**config.mk**
```make
export PLATFORM = sky130hd
export DESIGN_NAME = rx_pkt_fifo
export DESIGN_NICKNAME = d
export VERILOG_FILES = /design/src/rtl/rx_pkt_fifo.sv
export SDC_FILE = /design/constraint.sdc
export NUM_CORES = 1
export LEC_CHECK = 0
export CORE_MARGIN = 5
export CORE_UTILIZATION = 40
export DETAILED_ROUTE_END_ITERATION = 8
export GPL_ROUTABILITY_DRIVEN = 0
export PLACE_DENSITY = 0.66
export SETUP_SLACK_MARGIN = 0.02
export SYNTH_ARGS = -nofsm -noshare
export SYNTH_HDL_FRONTEND = slang
export SYNTH_SLANG_ARGS = --single-unit
export TNS_END_PERCENT = 50
```
**constraint.sdc**
```tcl
create_clock -name clk -period 3.7 [get_ports clk]
set_input_delay 0.74 -clock clk [delete_from_list [all_inputs] [get_ports clk]]
set_output_delay 0.74 -clock clk [all_outputs]
set_load 0.01 [all_outputs]
```
**src/rtl/rx_pkt_fifo.sv**
```systemverilog
module rx_pkt_fifo #(
  parameter int DATA_W  = 8,
  parameter int DEPTH   = 16,
  parameter int MAX_PKT = 16,
  localparam int AW     = $clog2(DEPTH)
) (
  input  logic              clk,
  input  logic              rst,
  input  logic [AW:0]       lo_thresh,
  input  logic [AW:0]       hi_thresh,
  input  logic              wr_en,
  input  logic [DATA_W-1:0] wr_data,
  input  logic              wr_sop,
  input  logic              wr_eop,
  input  logic              rd_en,
  output logic [DATA_W-1:0] rd_data,
  output logic              rd_sop,
  output logic              rd_eop,
  output logic              rd_valid,
  output logic              burst_avail,
  output logic              pkt_avail,
  output logic              pause_req,
  input  logic              ovf_clear,
  output logic              ovf_flag
);
  localparam int W = DATA_W + 2;

  // store-and-forward needs room for one whole packet
  if (MAX_PKT > DEPTH || (1 << AW) != DEPTH) begin : g_bad_cfg
    $error("rx_pkt_fifo: DEPTH must be a power of two and >= MAX_PKT (R9)");
  end

  logic [W-1:0]  mem [DEPTH];
  logic [AW-1:0] wp, rp;
  logic [AW:0]   count, count_nxt, eop_cnt;

  wire full   = (count == (AW+1)'(DEPTH));
  wire wr_ok  = wr_en && !full;
  wire rd_ok  = rd_en && (count != '0);
  wire [W-1:0] head = mem[rp];
  wire head_eop = head[DATA_W];

  assign count_nxt   = count + (AW+1)'(wr_ok) - (AW+1)'(rd_ok);
  assign burst_avail = count > lo_thresh;
  assign pkt_avail   = eop_cnt != '0;

  always_ff @(posedge clk)
    if (wr_ok) mem[wp] <= {wr_sop, wr_eop, wr_data};

  always_ff @(posedge clk) begin
    if (rst) begin
      wp        <= '0;
      rp        <= '0;
      count     <= '0;
      eop_cnt   <= '0;
      rd_valid  <= 1'b0;
      pause_req <= 1'b0;
      ovf_flag  <= 1'b0;
      rd_data   <= '0;
      rd_sop    <= 1'b0;
      rd_eop    <= 1'b0;
    end else begin
      count    <= count_nxt;
      rd_valid <= rd_ok;
      if (wr_ok) wp <= wp + 1'b1;
      if (rd_ok) begin
        rp <= rp + 1'b1;
        {rd_sop, rd_eop, rd_data} <= head;
      end
      case ({wr_ok && wr_eop, rd_ok && head_eop})
        2'b10:   eop_cnt <= eop_cnt + 1'b1;
        2'b01:   eop_cnt <= eop_cnt - 1'b1;
        default: eop_cnt <= eop_cnt;
      endcase
      if (count_nxt > hi_thresh)       pause_req <= 1'b1;
      else if (count_nxt <= lo_thresh) pause_req <= 1'b0;
      if (wr_en && full)  ovf_flag <= 1'b1;
      else if (ovf_clear) ovf_flag <= 1'b0;
    end
  end

  assert_level_bound_R7: assert property (@(posedge clk) disable iff (rst)
    count <= (AW+1)'(DEPTH));
  assert_full_drop_R7: assert property (@(posedge clk) disable iff (rst)
    (wr_en && full && !rd_en) |=> (count == (AW+1)'(DEPTH)) && ovf_flag);
  assert_ovf_sticky_R7: assert property (@(posedge clk) disable iff (rst)
    (ovf_flag && !ovf_clear) |=> ovf_flag);
  assert_empty_read_R3: assert property (@(posedge clk) disable iff (rst)
    (rd_en && count == '0) |=> !rd_valid && $stable(rp));
  assert_read_latency_R4: assert property (@(posedge clk) disable iff (rst)
    (rd_en && count != '0) |=> rd_valid);
  assert_pkt_held_R5: assert property (@(posedge clk) disable iff (rst)
    eop_cnt <= count);
  assert_pause_rise_R6: assert property (@(posedge clk) disable iff (rst)
    $rose(pause_req) |-> count > hi_thresh);
  assert_pause_fall_R6: assert property (@(posedge clk) disable iff (rst)
    $fell(pause_req) |-> count <= lo_thresh);
endmodule

```
# Word-level counts from Yosys, hierarchy flattened

Memories as Yosys holds them, arrays and structs flattened. A register that Yosys moved wholly into a read port is not among the register bits.
Cells that the tools add are included.

Add/sub/neg operators: 6
Order comparisons: 3
Equal/unequal tests: 3
Multiplexer cells: 9
Reductions and logical operators: 11

Operators by type and width:

| cell                                                                   | number |
|---|---|
| 5-bit > comparator                                                     | 2 |
| 5-bit case mux with 2 select lines                                     | 1 |
| 5-bit nonzero test                                                     | 2 |
| 4-bit by 1-bit adder with 4-bit output (second input constant)         | 2 |
| 4-bit two-way mux                                                      | 2 |
| 1-bit two-way mux                                                      | 6 |
| 2-bit nonzero test                                                     | 3 |
| 5-bit by 1-bit adder with 5-bit output                                 | 1 |
| 5-bit by 1-bit adder with 5-bit output (second input constant)         | 1 |
| 5-bit equality test (second input constant)                            | 1 |
| 5-bit <= comparator                                                    | 1 |
| 1-bit logical AND                                                      | 5 |
| 5-bit by 1-bit subtractor with 5-bit output                            | 1 |
| 5-bit by 1-bit subtractor with 5-bit output (second input constant)    | 1 |
| 2-bit by 1-bit equality test with 1-bit output (second input constant) | 1 |
| 2-bit equality test (second input constant)                            | 1 |
| 1-bit zero test                                                        | 1 |

Bits in registers: 31
Bits in writable memories: 160
Input port bits: 25
Logic and storage cells: 43
Memories kept: 1

Memories:

| memory | words | width | read ports | clocked after memory_dff | write ports | line | text |
|---|---|---|---|---|---|---|---|
| mem    | 16    | 10    | 1          | 1                        | 1           | 33   | `logic [W-1:0] mem [DEPTH];` |

# Depth between registers and ports, before layout

Gate-level depths: netlist of the first run.

Word-level depth: 8
Gate-level depth with buffers: 18

# Least setup slack after synthesis of the first run

OpenSTA, ideal clock, no wires.

Kind: register to register
From: register count[3]
To: register pause_req
Setup time: 0.115 ns
Data arrival time: 3.296 ns
Slack: 0.289 ns
Cell stages (with the launch flop): 18
Buffers on the path: 0
Path through: dfxtp_1 -> inv_1 -> ha_1 -> or3b_1 -> o21ai_2 -> clkinv_1 -> ha_1 -> inv_1 -> ha_1 -> fa_1 -> a21oi_1 -> o21bai_1 -> xnor2_1 -> ha_1 -> nand3_1 -> o21ai_0 -> a21oi_1 -> o21ba_2

RTL lines:

| element                                                          | line   | text |
|---|---|---|
| from (decl)                                                      | 35     | `logic [AW:0] count, count_nxt, eop_cnt;` |
| from (signal assigned)                                           | 63     | `count <= count_nxt;` |
| 5-bit nonzero test *                                             | 39     | `wire rd_ok = rd_en && (count != '0);` |
| 1-bit logical AND *                                              | 39     |  |
| net rd_ok                                                        | 39     |  |
| 5-bit by 1-bit subtractor with 5-bit output *                    | 43     | `assign count_nxt = count + (AW+1)'(wr_ok) - (AW+1)'(rd_ok);` |
| net count_nxt[4]                                                 | 35     |  |
| 5-bit > comparator / 5-bit <= comparator (equally long branches) | 75, 76 |  |
| 1-bit two-way mux / 2-bit nonzero test (equally long branches)   | n/a    |  |
| to (signal assigned)                                             | 57     | `pause_req <= 1'b0;` |
| to (signal assigned)                                             | 75     | `if (count_nxt > hi_thresh) pause_req <= 1'b1;` |
| to (signal assigned)                                             | 76     | `else if (count_nxt <= lo_thresh) pause_req <= 1'b0;` |
| to (decl)                                                        | 22     | `output logic pause_req,` |

Mark *: on every way through the listed nets, which the timed path passes. The rest lies on a longest branch.
A chain may end at the register's enable or synchronous reset.

# Worst setup path after layout of the first run

Ends and elaborated chain as after synthesis.

==> metrics, run 1 <==
status=completed; CTS tree=done; Routed WL per cell=~19 um; flop-to-flop setup slack=0.30 ns; Clock Latency Late Sink=approximately 0.43 ns; Worst Path Required=between 4 and 5 ns; drt total wl=15.5 mm; maxcap violations=0; Comb pwr share=about a quarter; top cell type's share of synthesized area=roughly three fifths; Hold Buf Count CTS=0; hold path depth=2; Clk pwr share=roughly 30%; Lkg Pwr=roughly 3.3 nW; H-tree levels=4; total gr overflow=0; first-pass GRT wire length=approximately 25 mm; CTS Buf Count=17; relative slew slack=61.5%; cells after synthesis=470; PortBufs=39; starting density of the core=between 40 and 50%; Layout Nets=approximately 590; crit path launch type=flip-flop; Die H=between 150 and 200 um; Placement Cell Area=approximately 0.009 mm^2; Netlist cell types=42; Hold EP=rd_eop; crit end category=flip-flop; layout cells sized above 1=13.2%; clock buffer depth=2; VDD IR max=roughly 330 uV; Post-synth ARST share=0%; CTS Root Cell=clkbuf_16; FF-to-FF End=pause_req; critical path peak fanout=3; switching power=~1.6 mW; Sw Share=between 20% and 30%; pin count of the biggest net entering global routing=25; via count=around 4200; global-route usage over all layers=13.7%; # rows=between 50 and 60; Max Fclk=a little under 300 MHz; DP Cell Count=between 700 and 800; Layout Cells excl Fill=between 800 and 900; Top Ports=40; DRT Pass-1 Iters=4; reg2reg start=count[3]; Die ar.=0.0235 mm^2; core area=~0.02 mm^2; Synth Register Bits=roughly 200; Detail Route Antenna Nets=0; sequential share of power=45.5%; clk slew on worst S/H paths=approximately 0.070 ns; hold crit path type=reg2reg; clk sinks=just under 200; biggest area consumer among synthesized cells=edfxtp_1; area delta synth->final=17.0%; period utilization=approximately nine tenths; critical path class=reg2reg; Arrival @ worst endpoint=3.72 ns; Setup-failing EPs final=0; post-layout util=about 47%; Hold Vio Cnt, Final=0; Crit. Startpoint=count[3]; number of synthesized flops with an enable pin=160; Residual DRC=0; final hold slack=between 0.4 and 0.5 ns; final slew viol count=0; hold wc startpoint=rd_eop; RSZ-0062 raised after global routing=no; Die Wd=~150 um; sequential area share after synthesis=around two thirds; antenna violations before repair=0; vias in the first global route=roughly 4500; vias per inst=5.15; fillers=between 1500 and 2000; Setup TNS=0 ns; R2R cell count=16; Worst Max-Slew Pin Slew=0.575 ns; Synth area leaders=edfxtp_1, mux4_1, dfxtp_1, ha_1, mux2i_1; Final Skew=0.00772 ns; Yosys warning count=0; min Tclk post-route=3.40 ns; syn avg cell area=17.5 um^2; syn nets=around 530; Pwr Density=a little over 600 mW/mm^2; Initial DRC Count=~230; Finished Cell Area=about 0.0096 mm^2; Inserted Diodes=0; Int Power=approximately 4.2 mW; detailed placement HPWL=10.3 mm; Mapped Area=slightly above 0.008 mm^2; ys flop type=edfxtp_1
==> how the worst max path moves through the flow <==
stage	to	slack [ns]	cells past startpoint
after floorplan	pause_req	0.29	17
after global placement	pause_req	0.001	14
after detailed placement	pause_req	-0.15	14
after CTS	pause_req	0.06	16
after global routing	eop_cnt[4]	0.05	12
final	pause_req	0.30	16
==> cell usage after synthesis (all sizes together), types with 2 or more instances <==
master / count
a21o: 2
mux4: 40
o221ai: 9
mux2i: 22
edfxtp: 160
o21a: 3
nand3: 2
buf: 14
or3b: 2
nand2b: 2
a21oi: 14
xor2: 8
nand4: 4
inv: 23
nand3b: 10
nand2: 12
fa: 2
o21ai: 5
nor3: 5
dfxtp: 35
nor2b: 13
nor2: 32
clkbuf: 7
xnor2: 4
ha: 30
==> logic make-up after synthesis <==
logic type / Yosys count / share of synthesized area, %
flops: 195 / 67.0
simple gates: 85 / 5.36
mux: 63 / 15.4
buf+inv: 45 / 2.70
compound gates: 38 / 3.12
fa+ha+maj: 32 / 5.06
xor+xnor: 12 / 1.28
==> layout make-up <==
type                            count  area [um^2]  area share, %
Clock inverter                     11         95.1          0.990
Sequential cell                   195         5510           57.3
Tap cell                          270          338           3.52
Timing Repair Buffer               66          593           6.17
Multi-Input combinational cell    230         2510           26.2
Inverter                           24         90.1          0.938
Clock buffer                       21          472           4.91
==> per-stage QoR <==
step	power (mW)	worst slack, ns
3_3_place_gp	4.02	0.00118
6_report	5.83	0.302
2_1_floorplan	3.59	0.289
4_1_cts	5.82	0.0614
5_1_grt	6.16	0.0535
3_5_place_dp	4.10	-0.151
==> sequential cells by signal, indices dropped and copies added (netlist names), named ones only <==
name,cells
rd_data,8
rd_eop,1
pause_req,1
wp,4
ovf_flag,1
rd_valid,1
count,5
mem,160
eop_cnt,5
rp,4
rd_sop,1
==> placed cells by master (no fill, tap or decap), types with 3 or more instances in the layout <==
| cell type | instances |
|---|---|
| edfxtp_1 | 160 |
| clkdlybuf4s50_1 | 39 |
| mux4_1 | 36 |
| dfxtp_1 | 34 |
| nor2_1 | 32 |
| ha_1 | 29 |
| buf_4 | 27 |
| inv_1 | 23 |
| mux2i_1 | 22 |
| clkbuf_16 | 18 |
| a21oi_1 | 14 |
| nor2b_1 | 13 |
| nand2_1 | 12 |
| nand3b_1 | 9 |
| o221ai_1 | 9 |
| xor2_1 | 8 |
| nor3_1 | 5 |
| nand4_1 | 4 |
| mux4_2 | 4 |
| o21a_1 | 3 |
| o21ai_0 | 3 |
| xnor2_1 | 3 |
| clkinv_2 | 3 |
==> repair_timing <==
action / in CTS / in global routing
setup endpoints to repair: 0 / 2
buffers inserted: 0 / 1
gates resized for setup: 0 / 6
==> routing by layer <==
metal / vias up / track usage, % / routed length, um
met5: - / 0 / 0
met4: 0 / 4.29 / 147
met3: 12 / 3.14 / 618
met2: 62 / 23.7 / 7960
met1: 2159 / 17.1 / 6770
li1: 1975 / - / -
==> worst max-delay path, stage by stage (launching register included) <==
cell and delay (ns):
dfxtp_1 0.34, inv_1 0.08, ha_1 0.17, or3b_1 0.37, o21ai_2 0.20, inv_2 0.05, ha_1 0.27, inv_1 0.04
ha_1 0.20, fa_2 0.37, a21oi_1 0.15, o21bai_1 0.11, xnor2_2 0.24, ha_1 0.29, mux2i_1 0.15, a21oi_1 0.06
o21ba_2 0.21
==> power groups by stage <==
| stage | clock network, mW | logic (mW) | registers (mW) |
|---|---|---|---|
| after CTS | 1.76 | 1.41 | 2.65 |
| after global routing | 1.86 | 1.63 | 2.67 |
| after floorplan | 0 | 0.911 | 2.68 |
| after detailed placement | 0 | 1.40 | 2.70 |
| final | 1.72 | 1.46 | 2.65 |
| after global placement | 0 | 1.33 | 2.69 |
Power figures use the tool's default switching activity.
==> run 2: changes to the inputs <==
- GPL_TIMING_DRIVEN: default -> 1
- SLEW_MARGIN: default -> 20
==> results of run 2 <==
Final layout, timing and power as in run 1 (identical DEF).
==> run 3: changes to the inputs <==
- PLACE_DENSITY: 0.66 -> default
- PLACE_DENSITY_LB_ADDON: default -> 0.2
==> run 3 against run 2 <==
  * Cell count increased by 0.24%
  * Setup slack lost 0.082 ns
  * Clock skew rose by 0.0049 ns
  * Highest routed layer unchanged
  * Critical path type unchanged
  * Sequential cell count unchanged
==> metrics, run 3 (same netlist as run 1, synthesis figures left out) <==
relative slew slack=about three fifths; commonest non-fill, non-tap cell in the layout=edfxtp_1; Clock Latency Late Sink=0.44 ns; Top reg by flops=mem; Top Ports=40; clk sinks=between 150 and 200; final hold slack=about 0.47 ns; Final Power=between 5 and 6 mW; DRT Pass-1 Iters=6; most frequent cells in the layout=edfxtp_1, clkdlybuf4s50_1, mux4_1, dfxtp_1, nor2_1; Routed WL per cell=around 19 um; maxcap violations=0; Detail Route Antenna Nets=0; Setup TNS=0 ns; Initial DRC Count=between 200 and 250; PortBufs=39; detailed placement HPWL=~11 mm; via count=4205; largest registers=mem: 160 flops, rd_data: 8 flops; RSZ-0062 raised after global routing=yes; layout cells sized above 1=between 10% and 20%; pin count of the biggest net entering global routing=29; total gr overflow=0; CTS tree=done; crit path launch type=flip-flop; clock buffer depth=2; Die ar.=between 0.02 and 0.025 mm^2; Hold Vio Cnt, Final=0; Setup-failing EPs final=0; Layout Nets=593; CTS Buf Count=17; vias in the first global route=~4300; Hold Buf Count CTS=0; Residual DRC=0; VDD IR max=approximately 360 uV; hold crit path type=reg2reg; Final Skew=0.0126 ns; Lkg Pwr=around 3.3 nW; period utilization=approximately 94%; max reg flops=160; Worst Max-Slew Pin Slew=0.625 ns; Layout Cells excl Fill=roughly 820; Pwr Density=between 600 and 700 mW/mm^2; starting density of the core=between 40% and 50%; Worst Path Required=roughly 4 ns; Arrival @ worst endpoint=approximately 3.8 ns; vias per inst=5.13; Final WS setup=0.221 ns; status=completed; CTS Root Cell=clkbuf_16; # rows=52; first-pass GRT wire length=approximately 25 mm; critical path peak fanout=6; DP Cell Count=786; critical path class=reg2reg; core area=slightly above 0.02 mm^2; clk slew on worst S/H paths=around 0.070 ns; Inserted Diodes=0; H-tree levels=4; Die H=~150 um; min Tclk post-route=between 3 and 4 ns; Max Fclk=about 290 MHz; post-layout util=approximately 48%; crit end category=flip-flop; Placement Cell Area=0.00904 mm^2; area delta synth->final=17.8%; global-route usage over all layers=roughly 14%; Finished Cell Area=~0.0097 mm^2; antenna violations before repair=0; Die Wd=153 um; drt total wl=roughly 16 mm; final slew viol count=0; post-place setup slack=-0.0661 ns
## run 3: changes by cell type in the layout (fill, tap and decap cells not counted), moves of 2 or more
cell       change
bufinv_16      +2
clkinv_8       +2
clkbuf_1       -2
inv_6          +2
nor3_2         +4
buf_4          +2
clkinv_2       -2
nor3_1         -4
## run 3: layout make-up
type	instances	area, um^2
Clock buffer	17	425
Clock inverter	15	191
Fill cell	1724	10600
Inverter	24	90.1
Multi-Input combinational cell	230	2510
Sequential cell	195	5510
Tap cell	270	338
Timing Repair Buffer	68	608
## run 3: final timing paths
path             start    endpoint  slack, ns  cells past startpoint
max          flip-flop  eop_cnt[4]       0.22                     12
min             rd_eop      rd_eop       0.47                      2
max reg2reg  flip-flop  eop_cnt[4]       0.22                     12
min reg2reg     rd_eop      rd_eop       0.47                      2
## run 3: worst max-delay path, cell delays in order, from the launching register on
cell and delay [ns]:
dfxtp_2 0.42, mux4_1 0.58, nor2b_1 0.16, a211oi_1 0.30, a211o_1 0.17, inv_1 0.05, ha_1 0.24, ha_1 0.32
nor2b_1 0.16, o21ai_0 0.22, a21oi_1 0.10, or3b_1 0.35, mux2_2 0.28
## run 3: metal layers
layer | up-vias | track usage (%) | wire length, um
met4 | 0 | 5.56 | 239
met2 | 68 | 23.3 | 7850
li1 | 1981 | - | -
met1 | 2137 | 18.6 | 7390
met5 | - | 0 | 0
met3 | 19 | 2.91 | 476
## run 3: repair_timing
| action | 4_1_cts | 5_1_grt |
|---|---|---|
| buffers inserted | 0 | 1 |
| setup endpoints to repair | 0 | 2 |
| gates resized for setup | 0 | 4 |
## run 3: power breakdown
group	switching [mW]	internal [mW]	leakage (nW)
registers	0.118	2.54	1.73
clock network	0.846	1.02	0.291
logic	0.704	0.682	1.31
